--- src/rtl/cfgp_pkg.sv ---
package cfgp_pkg;
  localparam int DATA_W  = 32;
  localparam int OFF_W   = 8;
  localparam int FUNC_W  = 3;
  localparam int DEV_W   = 5;
  localparam int BUS_W   = 8;
  localparam int REG_W   = OFF_W - 2;
  localparam int NFUNC   = 1 << FUNC_W;
  localparam int NDEV    = 1 << DEV_W;
  localparam int NSLOT_F = NDEV * NFUNC;
  localparam int BE_W    = DATA_W / 8;
  localparam logic [REG_W-1:0] HDR_REG = REG_W'(3);
  localparam int HDR_BIT = 23;

  typedef enum logic [1:0] {
    SZ_BYTE = 2'd0,
    SZ_WORD = 2'd1,
    SZ_DWRD = 2'd2,
    SZ_RSVD = 2'd3
  } acc_size_e;

  typedef enum logic {
    ST_IDLE = 1'b0,
    ST_WAIT = 1'b1
  } port_state_e;

  typedef struct packed {
    logic              en;
    logic [6:0]        rsvd;
    logic [BUS_W-1:0]  bus;
    logic [DEV_W-1:0]  dev;
    logic [FUNC_W-1:0] func;
    logic [OFF_W-1:0]  off;
  } cfg_addr_t;

  function automatic logic [BE_W-1:0] size_mask(input logic [1:0] sz);
    case (sz)
      SZ_BYTE: size_mask = 4'b0001;
      SZ_WORD: size_mask = 4'b0011;
      default: size_mask = 4'b1111;
    endcase
  endfunction
endpackage

--- src/rtl/cfgp_addr_reg.sv ---
module cfgp_addr_reg
  import cfgp_pkg::*;
(
  input  logic              clk,
  input  logic              rst,
  input  logic              wr_en,
  input  logic              wr_full,
  input  logic [DATA_W-1:0] wr_data,
  output cfg_addr_t         addr_q
);
  always_ff @(posedge clk) begin
    if (rst)
      addr_q <= '0;
    else if (wr_en && wr_full)
      addr_q <= cfg_addr_t'(wr_data);
  end

  assert_narrow_ignored_R2: assert property (@(posedge clk) disable iff (rst)
    (wr_en && !wr_full) |=> $stable(addr_q));

  assert_full_latched_R2: assert property (@(posedge clk) disable iff (rst)
    (wr_en && wr_full) |=> (addr_q == $past(wr_data)));
endmodule

--- src/rtl/cfgp_target_check.sv ---
module cfgp_target_check
  import cfgp_pkg::*;
(
  input  cfg_addr_t           addr,
  input  logic [1:0]          lane,
  input  logic [1:0]          size,
  input  logic [NSLOT_F-1:0]  present_map,
  output logic [OFF_W-1:0]    eff_off,
  output logic                hit,
  output logic                multi
);
  logic [NDEV-1:0] slot_multi;
  logic            aligned;
  logic            fn_here;

  for (genvar d = 0; d < NDEV; d++) begin : g_slot
    assign slot_multi[d] = ($countones(present_map[d*NFUNC +: NFUNC]) > 1);
  end

  assign eff_off = addr.off + OFF_W'(lane);
  assign fn_here = present_map[{addr.dev, addr.func}];
  assign multi   = slot_multi[addr.dev];

  always_comb begin
    case (size)
      SZ_BYTE: aligned = 1'b1;
      SZ_WORD: aligned = ~eff_off[0];
      SZ_DWRD: aligned = (eff_off[1:0] == 2'b00);
      default: aligned = 1'b0;
    endcase
  end

  assign hit = addr.en && (addr.bus == '0) && fn_here && aligned;
endmodule

--- src/rtl/cfgp_wr_lanes.sv ---
module cfgp_wr_lanes
  import cfgp_pkg::*;
(
  input  logic [1:0]        size,
  input  logic [1:0]        lo,
  input  logic [DATA_W-1:0] wdata,
  output logic [BE_W-1:0]   be,
  output logic [DATA_W-1:0] wdata_sh
);
  assign be       = size_mask(size) << lo;
  assign wdata_sh = wdata << {lo, 3'b000};
endmodule

--- src/rtl/cfgp_rd_lanes.sv ---
module cfgp_rd_lanes
  import cfgp_pkg::*;
(
  input  logic [1:0]        size,
  input  logic [1:0]        lo,
  input  logic              hdr_dword,
  input  logic              multi,
  input  logic [DATA_W-1:0] dword,
  output logic [DATA_W-1:0] rdata
);
  logic [DATA_W-1:0] fixed;
  logic [DATA_W-1:0] shifted;
  logic [BE_W-1:0]   keep;

  always_comb begin
    fixed = dword;
    if (hdr_dword)
      fixed[HDR_BIT] = multi;
  end

  assign shifted = fixed >> {lo, 3'b000};
  assign keep    = size_mask(size);

  for (genvar i = 0; i < BE_W; i++) begin : g_lane
    assign rdata[8*i +: 8] = keep[i] ? shifted[8*i +: 8] : 8'h00;
  end
endmodule

--- src/rtl/cfg_port_decoder.sv ---
module cfg_port_decoder
  import cfgp_pkg::*;
(
  input  logic                 clk,
  input  logic                 rst,
  input  logic                 host_req,
  input  logic                 host_we,
  input  logic                 host_sel,
  input  logic [1:0]           host_lane,
  input  logic [1:0]           host_size,
  input  logic [DATA_W-1:0]    host_wdata,
  output logic                 host_ack,
  output logic [DATA_W-1:0]    host_rdata,
  input  logic [NSLOT_F-1:0]   present_map,
  output logic                 dn_req,
  output logic                 dn_we,
  output logic [DEV_W-1:0]     dn_dev,
  output logic [FUNC_W-1:0]    dn_func,
  output logic [REG_W-1:0]     dn_reg,
  output logic [BE_W-1:0]      dn_be,
  output logic [DATA_W-1:0]    dn_wdata,
  input  logic                 dn_ack,
  input  logic [DATA_W-1:0]    dn_rdata
);
  port_state_e       state;
  cfg_addr_t         addr_q;
  logic              idle_req;
  logic              addr_wr;
  logic              addr_full;
  logic [OFF_W-1:0]  eff_off;
  logic              hit;
  logic              multi;
  logic [BE_W-1:0]   wr_be;
  logic [DATA_W-1:0] wr_sh;
  logic [1:0]        size_q;
  logic [1:0]        lo_q;
  logic              hdr_q;
  logic              multi_q;
  logic [DATA_W-1:0] rd_al;

  assign idle_req  = host_req && (state == ST_IDLE);
  assign addr_wr   = idle_req && !host_sel && host_we;
  assign addr_full = (host_size == SZ_DWRD) && (host_lane == 2'b00);

  cfgp_addr_reg u_addr (
    .clk    (clk),
    .rst    (rst),
    .wr_en  (addr_wr),
    .wr_full(addr_full),
    .wr_data(host_wdata),
    .addr_q (addr_q)
  );

  cfgp_target_check u_chk (
    .addr       (addr_q),
    .lane       (host_lane),
    .size       (host_size),
    .present_map(present_map),
    .eff_off    (eff_off),
    .hit        (hit),
    .multi      (multi)
  );

  cfgp_wr_lanes u_wl (
    .size    (host_size),
    .lo      (eff_off[1:0]),
    .wdata   (host_wdata),
    .be      (wr_be),
    .wdata_sh(wr_sh)
  );

  cfgp_rd_lanes u_rl (
    .size     (size_q),
    .lo       (lo_q),
    .hdr_dword(hdr_q),
    .multi    (multi_q),
    .dword    (dn_rdata),
    .rdata    (rd_al)
  );

  always_ff @(posedge clk) begin
    if (rst) begin
      state      <= ST_IDLE;
      host_ack   <= 1'b0;
      host_rdata <= '0;
      dn_req     <= 1'b0;
      dn_we      <= 1'b0;
      dn_dev     <= '0;
      dn_func    <= '0;
      dn_reg     <= '0;
      dn_be      <= '0;
      dn_wdata   <= '0;
      size_q     <= SZ_BYTE;
      lo_q       <= 2'b00;
      hdr_q      <= 1'b0;
      multi_q    <= 1'b0;
    end else begin
      host_ack <= 1'b0;
      case (state)
        ST_IDLE: begin
          if (idle_req) begin
            if (!host_sel) begin
              host_ack   <= 1'b1;
              host_rdata <= host_we ? '0 : DATA_W'(addr_q);
            end else if (!hit) begin
              host_ack   <= 1'b1;
              host_rdata <= host_we ? '0 : '1;
            end else begin
              dn_req   <= 1'b1;
              dn_we    <= host_we;
              dn_dev   <= addr_q.dev;
              dn_func  <= addr_q.func;
              dn_reg   <= eff_off[OFF_W-1:2];
              dn_be    <= host_we ? wr_be : '1;
              dn_wdata <= wr_sh;
              size_q   <= host_size;
              lo_q     <= eff_off[1:0];
              hdr_q    <= (eff_off[OFF_W-1:2] == HDR_REG);
              multi_q  <= multi;
              state    <= ST_WAIT;
            end
          end
        end
        ST_WAIT: begin
          if (dn_ack) begin
            dn_req     <= 1'b0;
            host_ack   <= 1'b1;
            host_rdata <= dn_we ? '0 : rd_al;
            state      <= ST_IDLE;
          end
        end
        default: state <= ST_IDLE;
      endcase
    end
  end

  assert_reset_quiet_R1: assert property (@(posedge clk)
    rst |=> (!dn_req && !host_ack && (addr_q == '0)));

  assert_only_present_R6: assert property (@(posedge clk) disable iff (rst)
    dn_req |-> (addr_q.en && (addr_q.bus == '0) &&
                present_map[{addr_q.dev, addr_q.func}]));

  assert_be_shape_R8: assert property (@(posedge clk) disable iff (rst)
    (dn_req && dn_we) |-> (dn_be == 4'b0001 || dn_be == 4'b0010 ||
                           dn_be == 4'b0100 || dn_be == 4'b1000 ||
                           dn_be == 4'b0011 || dn_be == 4'b1100 ||
                           dn_be == 4'b1111));

  assert_req_held_R10: assert property (@(posedge clk) disable iff (rst)
    (dn_req && !dn_ack) |=> dn_req);

  assert_ack_after_store_R10: assert property (@(posedge clk) disable iff (rst)
    (dn_req && dn_ack) |=> (host_ack && !dn_req));
endmodule

--- config.mk ---
export PLATFORM = sky130hd
export DESIGN_NAME = cfg_port_decoder
export DESIGN_NICKNAME = d
export VERILOG_FILES = /design/src/rtl/cfgp_pkg.sv /design/src/rtl/cfgp_addr_reg.sv /design/src/rtl/cfgp_target_check.sv /design/src/rtl/cfgp_wr_lanes.sv /design/src/rtl/cfgp_rd_lanes.sv /design/src/rtl/cfg_port_decoder.sv
export SDC_FILE = /design/constraint.sdc
export NUM_CORES = 1
export LEC_CHECK = 0
export BUFFER_PORTS_ARGS = -buffer_cell sky130_fd_sc_hd__buf_2
export CORE_ASPECT_RATIO = 1.25
export CORE_MARGIN = 2
export CORE_UTILIZATION = 55
export CTS_CLUSTER_DIAMETER = 40
export DETAILED_ROUTE_END_ITERATION = 7
export GPL_TIMING_DRIVEN = 1
export PLACE_DENSITY = 0.83
export SYNTH_ARGS = -nofsm -noshare
export SYNTH_HDL_FRONTEND = slang
export SYNTH_SLANG_ARGS = --single-unit
--- constraint.sdc ---
create_clock -name clk -period 5.15 [get_ports clk]
set_input_delay 1.545 -clock clk [delete_from_list [all_inputs] [get_ports clk]]
set_output_delay 1.545 -clock clk [all_outputs]
set_load 0.005 [all_outputs]
# Word-level counts from Yosys, hierarchy flattened
# Cells that the tools add are included.
# totals
ff_bits	124
output_inout_bits	85
elab_cells	346
# op_classes
addsub	225
order_cmp	34
n_eq_ne	9
shifts	3
mux	36
n_bitwise	2
reduce_logical	17
# op_table
cell	count
$add 32x32->32	96
$gt 32x2->1 const B	32
$add 1x1->2	128
$mux 32	7
$pmux 32 s2	1
$mux 8	4
$shl 32x5->32	1
$shr 32x5->32	1
$pmux 4 s2	2
$mux 1	15
$lt 8x9->1 const B	1
$add 8x2->8	1
$bmux 1 s8	1
$logic_and 1x1->1	8
$logic_not 2->1	4
$logic_not 8->1	1
$ne 2x2->1 const B	4
$reduce_and 4->1	2
$eq 6x2->1 const B	1
$lt 5x6->1 const B	1
$pmux 1 s2	3
$bmux 1 s5	1
$eq 2x1->1 const B	2
$mux 4	1
7 further kinds	8

# Longest topological paths before layout
# Gate-level depths: netlist (run 1).
# logic_depth
depth_word	8
ltp_mapped	15
depth_no_buf	15

# Cells and area by module
# A second synthesis (run 1) with hierarchy kept.
# unflattened
cells_unflattened	1657
area_unflattened_um2	15202.1
# modules_own_cells
module	instances	cells_per_inst	area_each_um2
cfgp_target_check	1	894	8490.6
cfg_port_decoder	1	457	4001.3
cfgp_addr_reg	1	145	1522.7
cfgp_rd_lanes	1	89	623.1
cfgp_wr_lanes	1	72	564.3

# Worst setup path after synthesis (run 1)
# OpenSTA, ideal clock, no wires.
# synth_path
path_type	input to register
start	input port present_map[104]
end	register multi_q
setup_ns	0.070
arrival_ns	4.659
t_required_ns	5.080
path_slack_ns	0.421
stages	15
path_cell_list	ha_1 -> inv_1 -> fa_1 -> inv_1 -> fa_1 -> ha_1 -> inv_1 -> fa_1 -> and4b_1 -> a311oi_1 -> a31oi_1 -> mux4_2 -> mux2i_1 -> nand4_1 -> a21oi_1
# synth_between
elab_chain_len	6
word_cells_on_any_way	11
# synth_rtl
item	line_no	text
start, declared	cfg_port_decoder.sv:14	input logic [NSLOT_F-1:0] present_map,
$add 1x1->2	cfgp_target_check.sv:17	assign slot_multi[d] = ($countones(present_map[d*NFUNC +: NFUNC]) > 1);
$add 32x32->32 (2 in a row)	cfgp_target_check.sv:17	
$gt 32x2->1	cfgp_target_check.sv:17	
$bmux 1 s5	cfgp_target_check.sv:22	assign multi = slot_multi[addr.dev];
$mux 1 (not written as such)	cfgp_target_check.sv:22	
end signal, assigned	cfg_port_decoder.sv:119	multi_q <= multi;
end, declared	cfg_port_decoder.sv:38	logic multi_q;
# Parallel ways exist; a longest one is shown, timed or not. The select of a mux whose other input is x is not followed.
# A chain may end at the register's enable or synchronous reset.

# Final worst setup path (run 1)
# layout_path
start	input port present_map[88]
end	register multi_q
# The elaborated chain is that of the path after synthesis.

==> qor.yml, run 1 <==
synth.avg_cell_area_sq_um: 9.33
worstSetupPathType: "in -> reg"
cts.root.buffer_cell: "clkbuf_16"
p_leak_nw: 8.35
slew_headroom_pct: 19.9
power_density_nw_per_um2: 203
track_usage_pct: 33.4
core_sq_um: 27000
path_cells: "buf_2 -> ha_1 -> inv_1 -> fa_1 -> inv_1 -> fa_1 -> ha_1 -> inv_1 -> fa_1 -> and4b_1 -> a311oi_1 -> a31oi_1 -> mux4_2 -> mux2i_1 -> nand4_1 -> a21oi_1"
async_flop_share_pct: 0
initial_utilization_pct: 56.2
clk_pin_slew_ns: 0.06
grt-ovfl-total: 0
use_met2_pct: 60.6
grt_util_met1_pct: 35.9
ir_drop_v: 0.000235
place_area_sq_um: 17400
fin_crit_sh_pct: 93.6
num_rows: 67
clk-insertion-delay-late_ns: 0.43
worstPathMaxFanout: 2
critPathCaptureType: "register"
met3_usage_pct: 6.24
period_needed_ns: 4.82
die_w_um: 152
setup_viol: 0
cp_top_family: "adder cells"
vias_per_cell: 6.13
ys.warnings.count: 0
synth-simple-area-share_pct: 11.6
drt-total-wl_mm: 49.0
io_pins: 415
reg.largest.list: "dn_wdata: 32 flops, host_rdata: 32 flops, u_addr.addr_q: 32 flops"
yosys.area_share.adder_pct: 33.0
final_max_slew_viol_count: 0
seq_area_sq_um: 2490
synthCells: 1624
slowest_stage: "mux4_2"
antenna_found_initial: 13
yosysUniqueCellTypes: 54
via_count: 14300
drc: 0
p_comb_share_pct: 36.0
fin_util_pct: 66.8
synthTopCellsByArea: "fa_1, dfxtp_1, ha_1"
critPathBufInv: 4
synth_top_area_share_pct: 17.0
synth_top_family_by_area: "adder cells"
synth_xor_area_share_pct: 0.347
fin_skew_ns: 0.00736
clock-sinks: 124
dp.final_hpwl_mm: 38.9
dr.pass1.iters: 5
grt_pass1_wl_mm: 76.1
required_ns: 5.51
die_area_sq_um: 28900
yosysSeqAreaShare_pct: 16.4
clockPowerShare_pct: 37.2
synth_edf_count: 0
multi_input_area_sq_um: 11200
cts_tree: "done"
ys_ff_latch: 124
ctsHtreeMaxLevel: 4
min_path_type: "reg -> reg"
fill_cells: 2145
drtIter0Drc: 944
drv_cap: 0
synth.area.mux_share_pct: 16.2
grt_pass1_vias: 14800
cts_setup_buffers: 0
critPathMaxStageDelay_ns: 0.50
gp_congestion: 0.940
cts-buffers-inserted: 17
seq_power_share_pct: 26.8
p_int_mw: 2.47
yosys.area.top_type: "fa_1"
sw_frac_of_total_pct: 32.5
die_height_um: 190
hold_violations: 0
finalPower_mw: 3.66
stdcell_area_sq_um: 18000
status: "finished, final reports clean"
tightest_slew_ns: 1.20
grt_max_degree: 115
synthFlopType: "dfxtp_1"
synth_compound_area_share_pct: 12.5
placement.io_buffers: 414
layout.nets: 2612
arrival_ns: 5.18
clock.fmax_mhz: 207
busiest_layer: "met2"
drive_gt1_share_pct: 28.8
cts_resized: 0
postSynthNetCount: 2277
wl_per_cell_um: 21.1
grt_setup_unrepaired: "no"
area_growth_pct: 19.0
syn_area_sq_um: 15200
startpoint_type: "primary input"
switching_power_mw: 1.19
final_antenna_net_count: 0
cts.hold.buffers_added: 0
cts_buffer_depth: 2
stage by stage:
| stage | cells | TNS, ns | setup slack [ns] | hold slack [ns] |
|---|---|---|---|---|
| floorplan | 1624 | 0 | 0.421 | 0.433 |
| global placement | 2285 | 0 | 0.0444 | 0.442 |
| detailed placement | 2285 | -0.0650 | -0.0650 | 0.444 |
| CTS | 2317 | 0 | 0.364 | 0.451 |
| global route | 2326 | 0 | 0.0871 | 0.478 |
| finish | 2327 | 0 | 0.328 | 0.453 |
power by group through the flow:
stage | Combinational [mW] | Clock (mW) | Sequential, mW
6_report | 1.32 | 1.36 | 0.980
5_1_grt | 1.51 | 1.41 | 0.981
3_5_place_dp | 1.31 | 0 | 1.00
3_3_place_gp | 1.24 | 0 | 1.00
4_1_cts | 1.32 | 1.36 | 0.980
2_1_floorplan | 0.849 | 0 | 0.999
final cells by class:
cell class / instances / share of cell area, %
Timing Repair Buffer: 432 / 12.4
Multi-Input combinational cell: 1120 / 62.1
Clock buffer: 22 / 2.63
Inverter: 264 / 5.49
Tap cell: 345 / 2.39
Clock inverter: 10 / 1.03
Sequential cell: 124 / 13.8
Antenna cell: 10 / 0.139
cells by family (layout without fill, tap and decap cells):
kind of cell	count (synthesis)	count (layout)
AO/OA/AOI/OAI	310	310
other	0	10
AND/OR/NAND/NOR	327	327
flip-flops	124	124
multiplexers	154	154
adder cells (fa/ha/maj)	323	323
XOR/XNOR	6	6
buffers and inverters	380	728
worst reg2reg max path, delay by kind of cell, from the launching register on:
| family | cells | cell delay, ns |
|---|---|---|
| buffers and inverters | 2 | 1.00 |
| muxes | 2 | 0.35 |
| AOI/OAI and AO/OA | 3 | 0.62 |
| and+or+nand+nor | 2 | 1.09 |
| DFF | 1 | 0.89 |
path summary, 6_finish.rpt:
path / start / endpoint / slack [ns] / cells past startpoint
min reg2reg: u_addr.addr_q[27] / u_addr.addr_q[27] / 0.45 / 2
max: present_map[88] / multi_q / 0.33 / 16
max reg2reg: u_addr.addr_q[9] / dn_wdata[30] / 1.11 / 9
min: u_addr.addr_q[27] / u_addr.addr_q[27] / 0.45 / 2
cell usage in the layout (no fill, tap or decap), types with 13 or more instances in the layout:
| cell type | instances |
|---|---|
| a211oi_1 | 14 |
| a21oi_1 | 124 |
| a22oi_1 | 16 |
| buf_2 | 413 |
| buf_4 | 17 |
| clkbuf_16 | 17 |
| dfxtp_1 | 120 |
| fa_1 | 129 |
| ha_1 | 194 |
| inv_1 | 263 |
| mux2_4 | 13 |
| mux2i_1 | 62 |
| mux4_2 | 67 |
| nand2_1 | 99 |
| nand2b_1 | 34 |
| nand4_1 | 62 |
| nand4b_1 | 14 |
| nor2_1 | 36 |
| nor2b_1 | 37 |
| o21ai_0 | 57 |
| o31ai_1 | 53 |
Yosys cell counts (2+ instances only):
library cell	instances
o21ai_0	57
a22oi_1	16
buf_2	20
nor2_1	37
mux2_4	13
buf_4	4
nor4b_1	3
nand2_1	99
mux2_2	12
xnor2_1	3
o221ai_1	2
and4b_1	4
a32oi_1	4
mux4_2	67
mux2i_1	62
nand3b_1	2
dfxtp_1	124
inv_1	263
nand4b_1	14
a31oi_1	12
nor3_1	3
o211ai_1	9
a221oi_1	2
fa_1	129
a211oi_1	14
a311oi_1	4
and2_1	11
buf_1	9
nand4_1	62
xor2_1	3
clkbuf_1	79
nand2b_1	35
buf_6	4
ha_1	194
o22ai_1	2
and3_1	3
nor4_1	4
o31ai_1	53
nand3_1	10
o21a_1	3
nor2b_1	37
a21oi_1	124
routing by layer:
| layer | part of all wire [%] | wire, um | vias up |
|---|---|---|---|
| met5 | 0.10 | 50 | - |
| met4 | 6.6 | 3230 | 8 |
| met3 | 8.6 | 4210 | 189 |
| met2 | 51 | 24800 | 830 |
| met1 | 34 | 16700 | 6917 |
| li1 | - | - | 6328 |
(Power assumes the default switching activity.)
==> run 2, diff against run 1 <==
clock period = 5.1 ns   (was 5.15 ns; I/O delays follow)
==> qor.yml, run 2 (same netlist as run 1, synthesis figures left out) <==
status: "finished, final reports clean"  # unchanged
r2r_end: "host_rdata[18]"  # was dn_wdata[30]
reg.largest.list: "dn_wdata: 32 flops, host_rdata: 32 flops, u_addr.addr_q: 32 flops"  # unchanged
cts.root.buffer_cell: "clkbuf_16"  # unchanged
wl_per_cell_um: 21.1  # about the same
vias_per_cell: 6.12  # was 6.13
drtIter0Drc: 892  # was 944
min_from: "u_addr.addr_q[27]"  # unchanged
clk_pin_slew_ns: 0.06  # about the same
min_path_type: "reg -> reg"  # unchanged
io_pins: 415  # unchanged
fin_skew_ns: 0.00656  # was 0.00736 ns
required_ns: 5.46  # was 5.51 ns
p_leak_nw: 8.35  # about the same
fin_crit_sh_pct: 93.0
grt_pass1_wl_mm: 77.3  # was 76.1 mm
grt_pass1_vias: 15200  # was 14800
dp.final_hpwl_mm: 38.9  # about the same
drt-total-wl_mm: 49.2  # was 49.0 mm
cts_buffer_depth: 2  # unchanged
drc: 0  # unchanged
worstSetupPathType: "in -> reg"  # unchanged
power_density_nw_per_um2: 205  # was 203 nW/um^2
initial_utilization_pct: 56.2  # unchanged
die_height_um: 190  # unchanged
rr_worst_depth: 9  # unchanged
antenna_found_initial: 10  # was 13
clock.fmax_mhz: 211
worstPathMaxFanout: 2  # unchanged
cts_tree: "done"  # unchanged
slowest_stage: "fa_1"  # was mux4_2
grt-ovfl-total: 0  # unchanged
ir_drop_v: 0.000215  # was 0.000235 V
placement.io_buffers: 414  # unchanged
num_rows: 67  # unchanged
die_w_um: 152  # unchanged
setup_viol: 0  # unchanged
final_cell_mix: "buf_2, inv_1, ha_1"  # unchanged
grt_setup_unrepaired: "no"  # unchanged
ctsHtreeMaxLevel: 4  # unchanged
hold_violations: 0  # unchanged
grt_max_degree: 116  # was 115
cts_resized: 0  # unchanged
via_count: 14300  # about the same
core_sq_um: 27000  # unchanged
dr.pass1.iters: 7  # was 5
gp_congestion: 0.907  # was 0.940
drive_gt1_share_pct: 29.0  # was 28.8%
slew_headroom_pct: 21.4  # was 19.9%
path_common_cell: "fa_1"
path_cells: "buf_2 -> ha_1 -> fa_1 -> fa_1 -> ha_1 -> inv_1 -> fa_1 -> and4b_1 -> a311oi_1 -> a31oi_1 -> mux4_2 -> mux2i_1 -> nand4_1 -> a21oi_1"  # was buf_2 -> ha_1 -> inv_1 -> fa_1 -> inv_1 -> fa_1 -> ha_1 -> inv_1 -> fa_1 -> and4b_1 -> a311oi_1 -> a31oi_1 -> mux4_2 -> mux2i_1 -> nand4_1 -> a21oi_1
startpoint_type: "primary input"  # unchanged
tns_ns: 0  # unchanged
reg2reg_slack_ns: 1.09  # was 1.11 ns
min_to: "u_addr.addr_q[27]"  # unchanged
track_usage_pct: 33.8  # was 33.4%
final_max_slew_viol_count: 0  # unchanged
final_antenna_net_count: 0  # unchanged
final_common_cell: "buf_2"  # unchanged
arrival_ns: 5.11  # was 5.18 ns
drv_cap: 0  # unchanged
period_needed_ns: 4.74
cts-buffers-inserted: 17  # unchanged
cts_setup_buffers: 0  # unchanged
clock-sinks: 124  # unchanged
cts.hold.buffers_added: 0  # unchanged
r2r-start: "u_addr.addr_q[9]"  # unchanged
critPathMaxStageDelay_ns: 0.57  # was 0.50 ns
tightest_slew_ns: 1.18  # was 1.20 ns
die_area_sq_um: 28900  # unchanged
layout.nets: 2614  # was 2612
hold_depth: 2  # unchanged
area_growth_pct: 19.1  # was 19.0%
clk-insertion-delay-late_ns: 0.43  # about the same
critPathCaptureType: "register"  # unchanged
finalPower_mw: 3.70  # was 3.66 mW
## run 2: worst max-delay path: cells and delay by family
kind,cells,cell delay (ns)
compound gates,3,0.57
fa+ha+maj,5,1.88
buf+inv,2,0.16
mux,2,0.63
simple gates,2,0.34
## run 2: power by group
part / leakage (nW) / internal [mW] / switching [mW]
sequential: 1.00 / 0.980 / 0.00975
clock: 0.324 / 0.896 / 0.481
combinational: 7.03 / 0.609 / 0.728
total: 8.35 / 2.48 / 1.22
## run 2: area by class of cell
type	instances	area (sq um)
Fill cell	2150	8940
Clock buffer	19	453
Clock inverter	13	211
Timing Repair Buffer	434	2240
Sequential cell	124	2490
Inverter	264	991
Antenna cell	11	27.5
Multi-Input combinational cell	1120	11200
Tap cell	345	432
## run 2: metal layers
metal	GRT usage [%]	vias up	share of wire (%)
met5	0	-	0.030
met3	6.36	197	8.2
li1	-	6320	-
met4	20.8	2	6.5
met2	61.8	805	51
met1	36.2	6926	34
## run 2: stage by stage
| stage | utilization [%] | std cells | hold slack (ns) | setup slack [ns] | area, sq um |
|---|---|---|---|---|---|
| after floorplan | - | 1624 | 0.433 | 0.386 | 15200 |
| after global placement | 64.3 | 2287 | 0.441 | 0.0191 | 17400 |
| after detailed placement | 64.3 | 2287 | 0.448 | -0.0922 | 17400 |
| after CTS | 66.8 | 2319 | 0.456 | 0.328 | 18000 |
| after global routing | 66.9 | 2327 | 0.476 | 0.125 | 18000 |
| final | 66.9 | 2330 | 0.452 | 0.358 | 18100 |
## run 2: worst max path at each step
stage,start,endpoint,depth (start not counted)
after floorplan,present_map[104],multi_q,15
after global routing,present_map[72],multi_q,16
after detailed placement,present_map[120],multi_q,16
final,present_map[72],multi_q,14
after CTS,present_map[72],multi_q,14
after global placement,present_map[120],multi_q,16
==> run 3, diff against run 2 <==
CAP_MARGIN = 20   (was not set)
RECOVER_POWER = 50   (was not set)
SLEW_MARGIN = 25   (was not set)
==> qor.yml, run 3 (same netlist as run 1, synthesis figures left out) <==
cts_buffer_depth: 2  # unchanged
vias_per_cell: 6.11  # was 6.12
ir_drop_v: 0.000211  # was 0.000215 V
tns_ns: 0  # unchanged
min_to: "u_addr.addr_q[29]"  # was u_addr.addr_q[27]
dr_wl_met2_mm: 25.2  # about the same
layout.nets: 2615  # was 2614
wl_met1_mm: 16.8  # about the same
wl_met3_mm: 3.79  # was 4.03 mm
critPathBufInv: 2  # unchanged
path_common_cell: "fa_1"  # unchanged
initial_utilization_pct: 56.2  # unchanged
drc: 0  # unchanged
required_ns: 5.46  # about the same
ctsHtreeMaxLevel: 4  # unchanged
clock-sinks: 124  # unchanged
grt_pass1_vias: 15100  # was 15200
critPathCaptureType: "register"  # unchanged
r2r-start: "u_addr.addr_q[9]"  # unchanged
dr.pass1.iters: 5  # was 7
layout_setup_ws_ns: 0.377  # was 0.358 ns
final_max_slew_viol_count: 0  # unchanged
die_area_sq_um: 28900  # unchanged
rr_worst_depth: 9  # unchanged
cts-buffers-inserted: 17  # unchanged
tightest_slew_ns: 1.11  # was 1.18 ns
fin_skew_ns: 0.00640  # was 0.00656 ns
cts_setup_buffers: 0  # unchanged
clk_pin_slew_ns: 0.06  # about the same
slowest_stage: "fa_1"  # unchanged
path_cells: "buf_2 -> ha_1 -> fa_1 -> fa_1 -> ha_1 -> inv_1 -> fa_1 -> and4b_1 -> a311oi_1 -> a31oi_1 -> mux4_2 -> mux2i_1 -> nand4_1 -> a21oi_1"  # unchanged
grt_pass1_wl_mm: 76.6  # was 77.3 mm
r2r_end: "dn_wdata[30]"  # was host_rdata[18]
worstPathMaxFanout: 2  # unchanged
hold_depth: 2  # unchanged
final_common_cell: "buf_2"  # unchanged
io_pins: 415  # unchanged
stdcell_area_sq_um: 18000  # was 18100 sq um
num_rows: 67  # unchanged
final_antenna_net_count: 0  # unchanged
drtIter0Drc: 905  # was 892
p_leak_nw: 8.16  # was 8.35 nW
period_needed_ns: 4.72  # was 4.74 ns
status: "finished, final reports clean"  # unchanged
clock.fmax_mhz: 212  # was 211 MHz
drv_cap: 0  # unchanged
final_cell_mix: "buf_2, inv_1, ha_1"  # unchanged
die_height_um: 190  # unchanged
place_area_sq_um: 17400  # about the same
drive_gt1_share_pct: 26.8  # was 29.0%
startpoint_type: "primary input"  # unchanged
reg.largest.list: "dn_wdata: 32 flops, host_rdata: 32 flops, u_addr.addr_q: 32 flops"  # unchanged
worstSetupPathType: "in -> reg"  # unchanged
fin_crit_sh_pct: 92.6  # was 93.0%
core_sq_um: 27000  # unchanged
wl_per_cell_um: 21.0  # was 21.1 um
cts.root.buffer_cell: "clkbuf_16"  # unchanged
hold_violations: 0  # unchanged
grt-ovfl-total: 0  # unchanged
fin_util_pct: 66.5  # was 66.9%
grt_setup_unrepaired: "no"  # unchanged
placement.io_buffers: 414  # unchanged
cts_tree: "done"  # unchanged
critPathMaxStageDelay_ns: 0.57  # about the same
grt_max_degree: 116  # unchanged
cts.hold.buffers_added: 0  # unchanged
power_density_nw_per_um2: 198  # was 205 nW/um^2
pre_cts_slack_ns: -0.0799  # was -0.0922 ns
reg2reg_slack_ns: 1.20  # was 1.09 ns
die_w_um: 152  # unchanged
antenna_found_initial: 6  # was 10
cts_resized: 0  # unchanged
cp_top_family: "adder cells"  # unchanged
min_from: "u_addr.addr_q[29]"  # was u_addr.addr_q[27]
top_layer: "met4"  # was met5
setup_viol: 0  # unchanged
track_usage_pct: 33.6  # was 33.8%
dp.final_hpwl_mm: 39.0  # was 38.9 mm
arrival_ns: 5.08  # was 5.11 ns
clk-insertion-delay-late_ns: 0.43  # about the same
area_growth_pct: 18.5  # was 19.1%
drt-total-wl_mm: 48.7  # was 49.2 mm
via_count: 14200  # was 14300
min_path_type: "reg -> reg"  # unchanged
gp_congestion: 0.907  # unchanged
slew_headroom_pct: 25.9  # was 21.4%
fill_cells: 2181  # was 2150
[run 3: through the flow]
| stage | std cells | total power [mW] | hold WS [ns] |
|---|---|---|---|
| 4_1_cts | 2320 | 3.58 | 0.460 |
| 2_1_floorplan | 1624 | 1.87 | 0.433 |
| 5_1_grt | 2325 | 3.81 | 0.483 |
| 6_report | 2325 | 3.56 | 0.460 |
| 3_3_place_gp | 2287 | 2.26 | 0.441 |
| 3_5_place_dp | 2288 | 2.35 | 0.449 |
[run 3: power by group]
part / switching, mW / internal (mW)
registers: 0.00995 / 0.980
clock network: 0.462 / 0.780
logic: 0.725 / 0.606
total: 1.20 / 2.37
[run 3: worst max path at each step]
| stage | start | cells after the start | endpoint | slack, ns |
|---|---|---|---|---|
| finish | present_map[72] | 14 | multi_q | 0.38 |
| global route | present_map[72] | 16 | multi_q | 0.16 |
| CTS | present_map[72] | 14 | multi_q | 0.34 |
| detailed placement | present_map[72] | 14 | multi_q | -0.08 |
| global placement | present_map[120] | 16 | multi_q | 0.02 |
| floorplan | present_map[104] | 15 | multi_q | 0.39 |
[run 3: area by class of cell]
| type | count | area (sq um) | share of cell area [%] |
|---|---|---|---|
| diodes | 5 | 12.5 | 0.0697 |
| flip-flops and latches | 124 | 2490 | 13.9 |
| clock inverters | 11 | 144 | 0.801 |
| inverters | 264 | 991 | 5.52 |
| well taps | 345 | 432 | 2.40 |
| repair buffers | 435 | 2220 | 12.4 |
| multi-input cells | 1120 | 11200 | 62.5 |
| clock buffers | 21 | 450 | 2.51 |
[run 3: worst min-delay path, stage by stage, from the launching register on]
cell,delay (ns)
dfxtp_1,0.30
nand2_1,0.05
a21oi_1,0.06
[run 3: routing by layer]
metal	global-route usage [%]	vias up
met4	18.8	0
li1	-	6317
met1	36.6	6936
met3	5.58	170
met2	61.9	790
met5	0	-
